`config.mk`:
```
export PLATFORM = sky130hd
export DESIGN_NAME = uart_dbtx
export DESIGN_NICKNAME = d
export VERILOG_FILES = /design/src/rtl/uart_dbtx_pkg.sv /design/src/rtl/uart_dbtx_hold.sv /design/src/rtl/uart_dbtx_shift.sv /design/src/rtl/uart_dbtx_irq.sv /design/src/rtl/uart_dbtx.sv
export SDC_FILE = /design/constraint.sdc
export NUM_CORES = 1
export LEC_CHECK = 0
export BUFFER_PORTS_ARGS = -buffer_cell sky130_fd_sc_hd__buf_2
export CAP_MARGIN = 20
export CORE_MARGIN = 2
export CORE_UTILIZATION = 59
export CTS_CLUSTER_SIZE = 24
export DETAILED_ROUTE_END_ITERATION = 12
export GPL_TIMING_DRIVEN = 0
export HOLD_SLACK_MARGIN = 0.02
export PLACE_DENSITY = 0.86
export SETUP_SLACK_MARGIN = 0.3
export SYNTH_ARGS = -nofsm -noshare
export SYNTH_HDL_FRONTEND = slang
export SYNTH_SLANG_ARGS = --single-unit
```
`constraint.sdc`:
```
create_clock -name clk_i -period 4.89 [get_ports clk_i]
set_input_delay 0.489 -clock clk_i [delete_from_list [all_inputs] [get_ports clk_i]]
set_output_delay 0.489 -clock clk_i [all_outputs]
set_load 0.03 [all_outputs]
```
`src/rtl/uart_dbtx_pkg.sv`:
```
package uart_dbtx_pkg;
  typedef enum logic [1:0] {
    MODE_SYNC  = 2'd0,
    MODE_BYTE  = 2'd1,
    MODE_NINE0 = 2'd2,
    MODE_NINE1 = 2'd3
  } tx_mode_e;

  function automatic logic mode_is_nine(tx_mode_e m);
    return (m == MODE_NINE0) || (m == MODE_NINE1);
  endfunction
endpackage

```
`src/rtl/uart_dbtx_hold.sv`:
```
module uart_dbtx_hold #(
  parameter int DATA_W = 8
) (
  input  logic              clk_i,
  input  logic              rst_ni,
  input  logic              wr_i,
  input  logic [DATA_W-1:0] wr_data_i,
  input  logic              bit9_i,
  input  logic              load_i,
  output logic              hold_v_o,
  output logic [DATA_W-1:0] hold_d_o,
  output logic              hold_b9_o,
  output logic              ovr_o
);
  logic hold_v_q, ovr_q, b9_q;
  logic [DATA_W-1:0] d_q;

  always_ff @(posedge clk_i or negedge rst_ni) begin
    if (!rst_ni) begin
      hold_v_q <= 1'b0;
      d_q      <= '0;
      b9_q     <= 1'b0;
      ovr_q    <= 1'b0;
    end else begin
      if (wr_i) begin
        d_q  <= wr_data_i;
        b9_q <= bit9_i;
      end
      hold_v_q <= wr_i || (hold_v_q && !load_i);
      // replacing an entry that is not leaving this cycle
      if (wr_i && hold_v_q && !load_i) ovr_q <= 1'b1;
    end
  end

  assign hold_v_o  = hold_v_q;
  assign hold_d_o  = d_q;
  assign hold_b9_o = b9_q;
  assign ovr_o     = ovr_q;
endmodule

```
`src/rtl/uart_dbtx_shift.sv`:
```
module uart_dbtx_shift #(
  parameter int DATA_W = 8
) (
  input  logic              clk_i,
  input  logic              rst_ni,
  input  logic              tick_i,
  input  logic              hold_v_i,
  input  logic [DATA_W-1:0] hold_d_i,
  input  logic              hold_b9_i,
  input  logic              nine_i,
  input  logic              dbuf_i,
  input  logic              bit9_live_i,
  output logic              load_o,
  output logic              stop_ent_o,
  output logic              busy_o,
  output logic              tx_o
);
  localparam int CNT_W = $clog2(DATA_W + 3);

  logic              busy_q, tx_q, b9_q;
  logic [CNT_W-1:0]  cnt_q, last_c;
  logic [DATA_W-1:0] sh_q;
  logic              at_last, free_c;

  always_comb begin
    last_c     = nine_i ? CNT_W'(DATA_W + 2) : CNT_W'(DATA_W + 1);
    at_last    = busy_q && (cnt_q == last_c);
    free_c     = !busy_q || at_last;
    load_o     = tick_i && free_c && hold_v_i;
    stop_ent_o = tick_i && busy_q && !at_last && ((cnt_q + 1'b1) == last_c);
  end

  always_ff @(posedge clk_i or negedge rst_ni) begin
    if (!rst_ni) begin
      busy_q <= 1'b0;
      tx_q   <= 1'b1;
      b9_q   <= 1'b0;
      cnt_q  <= '0;
      sh_q   <= '0;
    end else if (load_o) begin
      busy_q <= 1'b1;
      cnt_q  <= '0;
      sh_q   <= hold_d_i;
      b9_q   <= hold_b9_i;
      tx_q   <= 1'b0;
    end else if (tick_i && at_last) begin
      busy_q <= 1'b0;
      tx_q   <= 1'b1;
    end else if (tick_i && busy_q) begin
      cnt_q <= cnt_q + 1'b1;
      if (cnt_q < CNT_W'(DATA_W)) begin
        tx_q <= sh_q[0];
        sh_q <= sh_q >> 1;
      end else if (stop_ent_o) begin
        tx_q <= 1'b1;
      end else begin
        // ninth bit: latched copy when buffered, live input otherwise
        tx_q <= dbuf_i ? b9_q : bit9_live_i;
      end
    end
  end

  assign busy_o = busy_q;
  assign tx_o   = tx_q;
endmodule

```
`src/rtl/uart_dbtx_irq.sv`:
```
module uart_dbtx_irq (
  input  logic clk_i,
  input  logic rst_ni,
  input  logic set_i,
  input  logic clr_i,
  output logic ti_o
);
  logic ti_q;

  always_ff @(posedge clk_i or negedge rst_ni) begin
    if (!rst_ni)     ti_q <= 1'b0;
    else if (set_i)  ti_q <= 1'b1;
    else if (clr_i)  ti_q <= 1'b0;
  end

  assign ti_o = ti_q;
endmodule

```
`src/rtl/uart_dbtx.sv`:
```
module uart_dbtx
  import uart_dbtx_pkg::*;
#(
  parameter int DATA_W = 8
) (
  input  logic              clk_i,
  input  logic              rst_ni,
  input  logic              baud_tick_i,
  input  logic              wr_i,
  input  logic [DATA_W-1:0] wr_data_i,
  input  logic              bit9_i,
  input  logic              dbuf_en_i,
  input  logic [1:0]        mode_i,
  input  logic              clr_ti_i,
  output logic              ti_o,
  output logic              ovr_o,
  output logic              tx_o
);
  tx_mode_e          mode;
  logic              nine, dbuf_eff;
  logic              load, stop_ent, busy, hold_v, hold_b9;
  logic [DATA_W-1:0] hold_d;

  assign mode     = tx_mode_e'(mode_i);
  assign nine     = mode_is_nine(mode);
  assign dbuf_eff = dbuf_en_i && (mode != MODE_SYNC);

  uart_dbtx_hold #(.DATA_W(DATA_W)) u_hold (
    .clk_i     (clk_i),
    .rst_ni    (rst_ni),
    .wr_i      (wr_i),
    .wr_data_i (wr_data_i),
    .bit9_i    (bit9_i),
    .load_i    (load),
    .hold_v_o  (hold_v),
    .hold_d_o  (hold_d),
    .hold_b9_o (hold_b9),
    .ovr_o     (ovr_o)
  );

  uart_dbtx_shift #(.DATA_W(DATA_W)) u_shift (
    .clk_i       (clk_i),
    .rst_ni      (rst_ni),
    .tick_i      (baud_tick_i),
    .hold_v_i    (hold_v),
    .hold_d_i    (hold_d),
    .hold_b9_i   (hold_b9),
    .nine_i      (nine),
    .dbuf_i      (dbuf_eff),
    .bit9_live_i (bit9_i),
    .load_o      (load),
    .stop_ent_o  (stop_ent),
    .busy_o      (busy),
    .tx_o        (tx_o)
  );

  uart_dbtx_irq u_irq (
    .clk_i  (clk_i),
    .rst_ni (rst_ni),
    .set_i  (dbuf_eff ? load : stop_ent),
    .clr_i  (clr_ti_i),
    .ti_o   (ti_o)
  );
endmodule

```
==> flow_metrics.env <==
export IMPL_drive_gt1_share_pct=38.4
export IMPL_post_drt_wl_per_cell_microns=14.0
export IMPL_ant_nets=0
export IMPL_critPathMaxFanout=10
export IMPL_grt_start_max_net_pins=28
export IMPL_syn_avg_cell_area_sq_um=11.9
export IMPL_cts_root_buf="clkbuf_4"
export IMPL_startpoint_type="flop"
export IMPL_drt_wl_total_mm=2.32
export IMPL_layout_commonest_cell="dfrtp_1"
export IMPL_cp_buffers_inverters=1
export IMPL_worstPathArrival_ns=1.92
export IMPL_yosysWarnings=0
export IMPL_place_ws_ns=3.09
export IMPL_via_per_inst=5.61
export IMPL_num_io_pins=20
export IMPL_initial_core_util_pct=62.2
export IMPL_clock_sinks=27
export IMPL_critPathMaxStageDelay_ns=0.51
export IMPL_worst_setup_path_type="flop to flop"
export IMPL_rsz0062_at_grt="no"
export IMPL_timing_setup_tns_ns=0
export IMPL_fin_crit_ns=1.70
export IMPL_crit_family="flip-flops"
export IMPL_dieArea_sq_mm=0.00273
export IMPL_vias=932
export IMPL_drtPass1Iterations=6
export IMPL_place_congestion=0.815
export IMPL_synth_seq_area_share_pct=49.2
export IMPL_cap_violations=0
export IMPL_cts_tree="done"
export IMPL_hold_path_class="input pin to async pin"
export IMPL_die_w_microns=52.3
export IMPL_crit_chain="and3b_1 > o21ai_2 > a21o_1 > buf_6 > mux2_4"
export IMPL_cts_made_buffers=3
export IMPL_cp_end_kind="flop"
export IMPL_mostFrequentLayoutCells="26 x dfrtp_1, 19 x buf_2, 13 x mux2_2, 7 x nand2_1"
export IMPL_hpwl_mm=1.79
export IMPL_postCtsResizedCells=0
export IMPL_ys_ff_latch=27
export IMPL_synth_fp_nets=134
export IMPL_hold_viol_final=0
export IMPL_clock_latency_ns=0.32
export IMPL_holdWs_ns=0.142
export IMPL_p_leak_nw=0.712
export IMPL_async_reset_ff_share_pct=100
export IMPL_grt_pass1_wl_mm=4.17
export IMPL_ctsHoldBuffers=0
export IMPL_layout_setup_ws_ns=3.19
export IMPL_cts_path_max_buffers=2
export IMPL_skew_ns=0.00129
export IMPL_die_y_microns=52.3
export IMPL_grtUsageTotal_pct=20.7
export IMPL_htreeDepth=1
export IMPL_area_delta_synth_final_pct=11.1
export IMPL_synth_edf_count=0
export IMPL_nets=157
export IMPL_ir_drop_mv=0.346
export IMPL_drc_errors=0
export IMPL_setup_viol=0
export IMPL_rows=17
export IMPL_syn_cell_area_sq_mm=0.00138
export IMPL_grt_pass1_vias=955
export IMPL_reg2reg_depth=5
export IMPL_synth_flop_cell="dfrtp_1"
export IMPL_crit_path_top_delay_cell="dfrtp_1"
export IMPL_drv_slew=0
export IMPL_timing_rr_end="u_shift.sh_q[4]"
export IMPL_dr_first_iter_drc_count=12
export IMPL_status="finished clean"
export IMPL_syn_instance_count=116
export IMPL_r2r_start="u_shift.cnt_q[0]"
export IMPL_grt_overflow_total=0
export IMPL_fin_crit_sh_pct=34.7
export IMPL_r2r_setup_slack_ns=3.19
export IMPL_antenna_found_initial=0
export IMPL_port_buffers=18
export IMPL_slew_headroom_pct=62.1
export IMPL_power_density_mw_per_mm2=463
export IMPL_synth_distinct_cells=43
export IMPL_worstMarginPinSlew_ns=0.568
export IMPL_postLayoutCoreUtil_pct=69.1
export IMPL_clk_pin_slew_ns=0.14
export IMPL_core_sq_mm=0.00221
export IMPL_antenna_cells=0
export IMPL_fmax_mhz=589
export IMPL_cp_data_required_time_ns=5.11
export IMPL_cts_setup_buffers=0
cells in the mapped netlist, drive strengths merged, types with 2 or more instances:
| cell | instances | share of area (%) |
|---|---|---|
| dfrtp | 26 | 47 |
| mux2 | 21 | 19 |
| nand2 | 7 | 1.9 |
| inv | 6 | 1.6 |
| nor2 | 6 | 1.6 |
| buf | 5 | 2.5 |
| o21ai | 5 | 2.1 |
| a21o | 4 | 2.2 |
| a21oi | 4 | 1.7 |
| nand3 | 4 | 1.5 |
| a211oi | 2 | 1.1 |
| a311oi | 2 | 1.7 |
| a31o | 2 | 1.3 |
| and3b | 2 | 1.3 |
| nor3b | 2 | 1.5 |
| o21a | 2 | 1.1 |
through the flow:
step	power (mW)	instances	area [sq um]
CTS	0.711	166	1530
floorplan	0.556	116	1380
global placement	0.601	162	1500
finish	0.707	166	1530
global route	0.754	166	1530
detailed placement	0.619	162	1500
sequential cells by signal (all words and copies together) (netlist names):
name,flops
u_hold.hold_b9_o,1
u_hold.hold_d_o,8
u_hold.hold_v_o,1
u_hold.ovr_o,1
u_irq.ti_o,1
u_shift.b9_q,1
u_shift.busy_o,1
u_shift.cnt_q,4
u_shift.sh_q,8
u_shift.tx_o,1
cell type report:
type                            count  area [sq um]
Clock inverter                      1          5.00
Clock buffer                        3          22.5
Fill cell                         173           684
Multi-Input combinational cell     78           641
Buffer                              5          35.0
Tap cell                           28          35.0
Sequential cell                    27           677
Timing Repair Buffer               18          90.1
Inverter                            6          22.5
cell families after synthesis:
kind of cell,after synthesis,share of synthesized area (%)
xor+xnor,1,0.637
mux,22,19.6
flops,27,49.2
simple gates,28,11.0
buf+inv,11,4.18
fa+ha+maj,1,0.910
compound gates,26,14.5
layer usage:
metal	up-vias	GRT usage, %	part of all wire (%)
met5	-	0	0
met4	0	7.26	1.3
met3	5	2.00	3.1
met2	21	37.6	53
met1	446	25.5	42
li1	460	-	-
worst max-delay path by stage:
stage / startpoint / endpoint / slack (ns) / depth (start not counted)
detailed placement: mode_i[1] / u_shift.sh_q[4] / 3.09 / 6
finish: u_shift.cnt_q[0] / u_shift.sh_q[4] / 3.19 / 5
global route: u_shift.cnt_q[0] / u_shift.sh_q[4] / 3.07 / 5
floorplan: baud_tick_i / u_shift.sh_q[1] / 3.28 / 4
CTS: u_shift.cnt_q[0] / u_shift.sh_q[4] / 3.20 / 5
global placement: mode_i[1] / u_shift.sh_q[1] / 3.09 / 6
power breakdown:
| group | leakage (nW) | internal, mW | switching [mW] |
|---|---|---|---|
| Sequential | 0.319 | 0.291 | 0.0508 |
| Clock | 0.0177 | 0.0306 | 0.0621 |
| Combinational | 0.376 | 0.152 | 0.121 |
(Power assumes the default switching activity.)
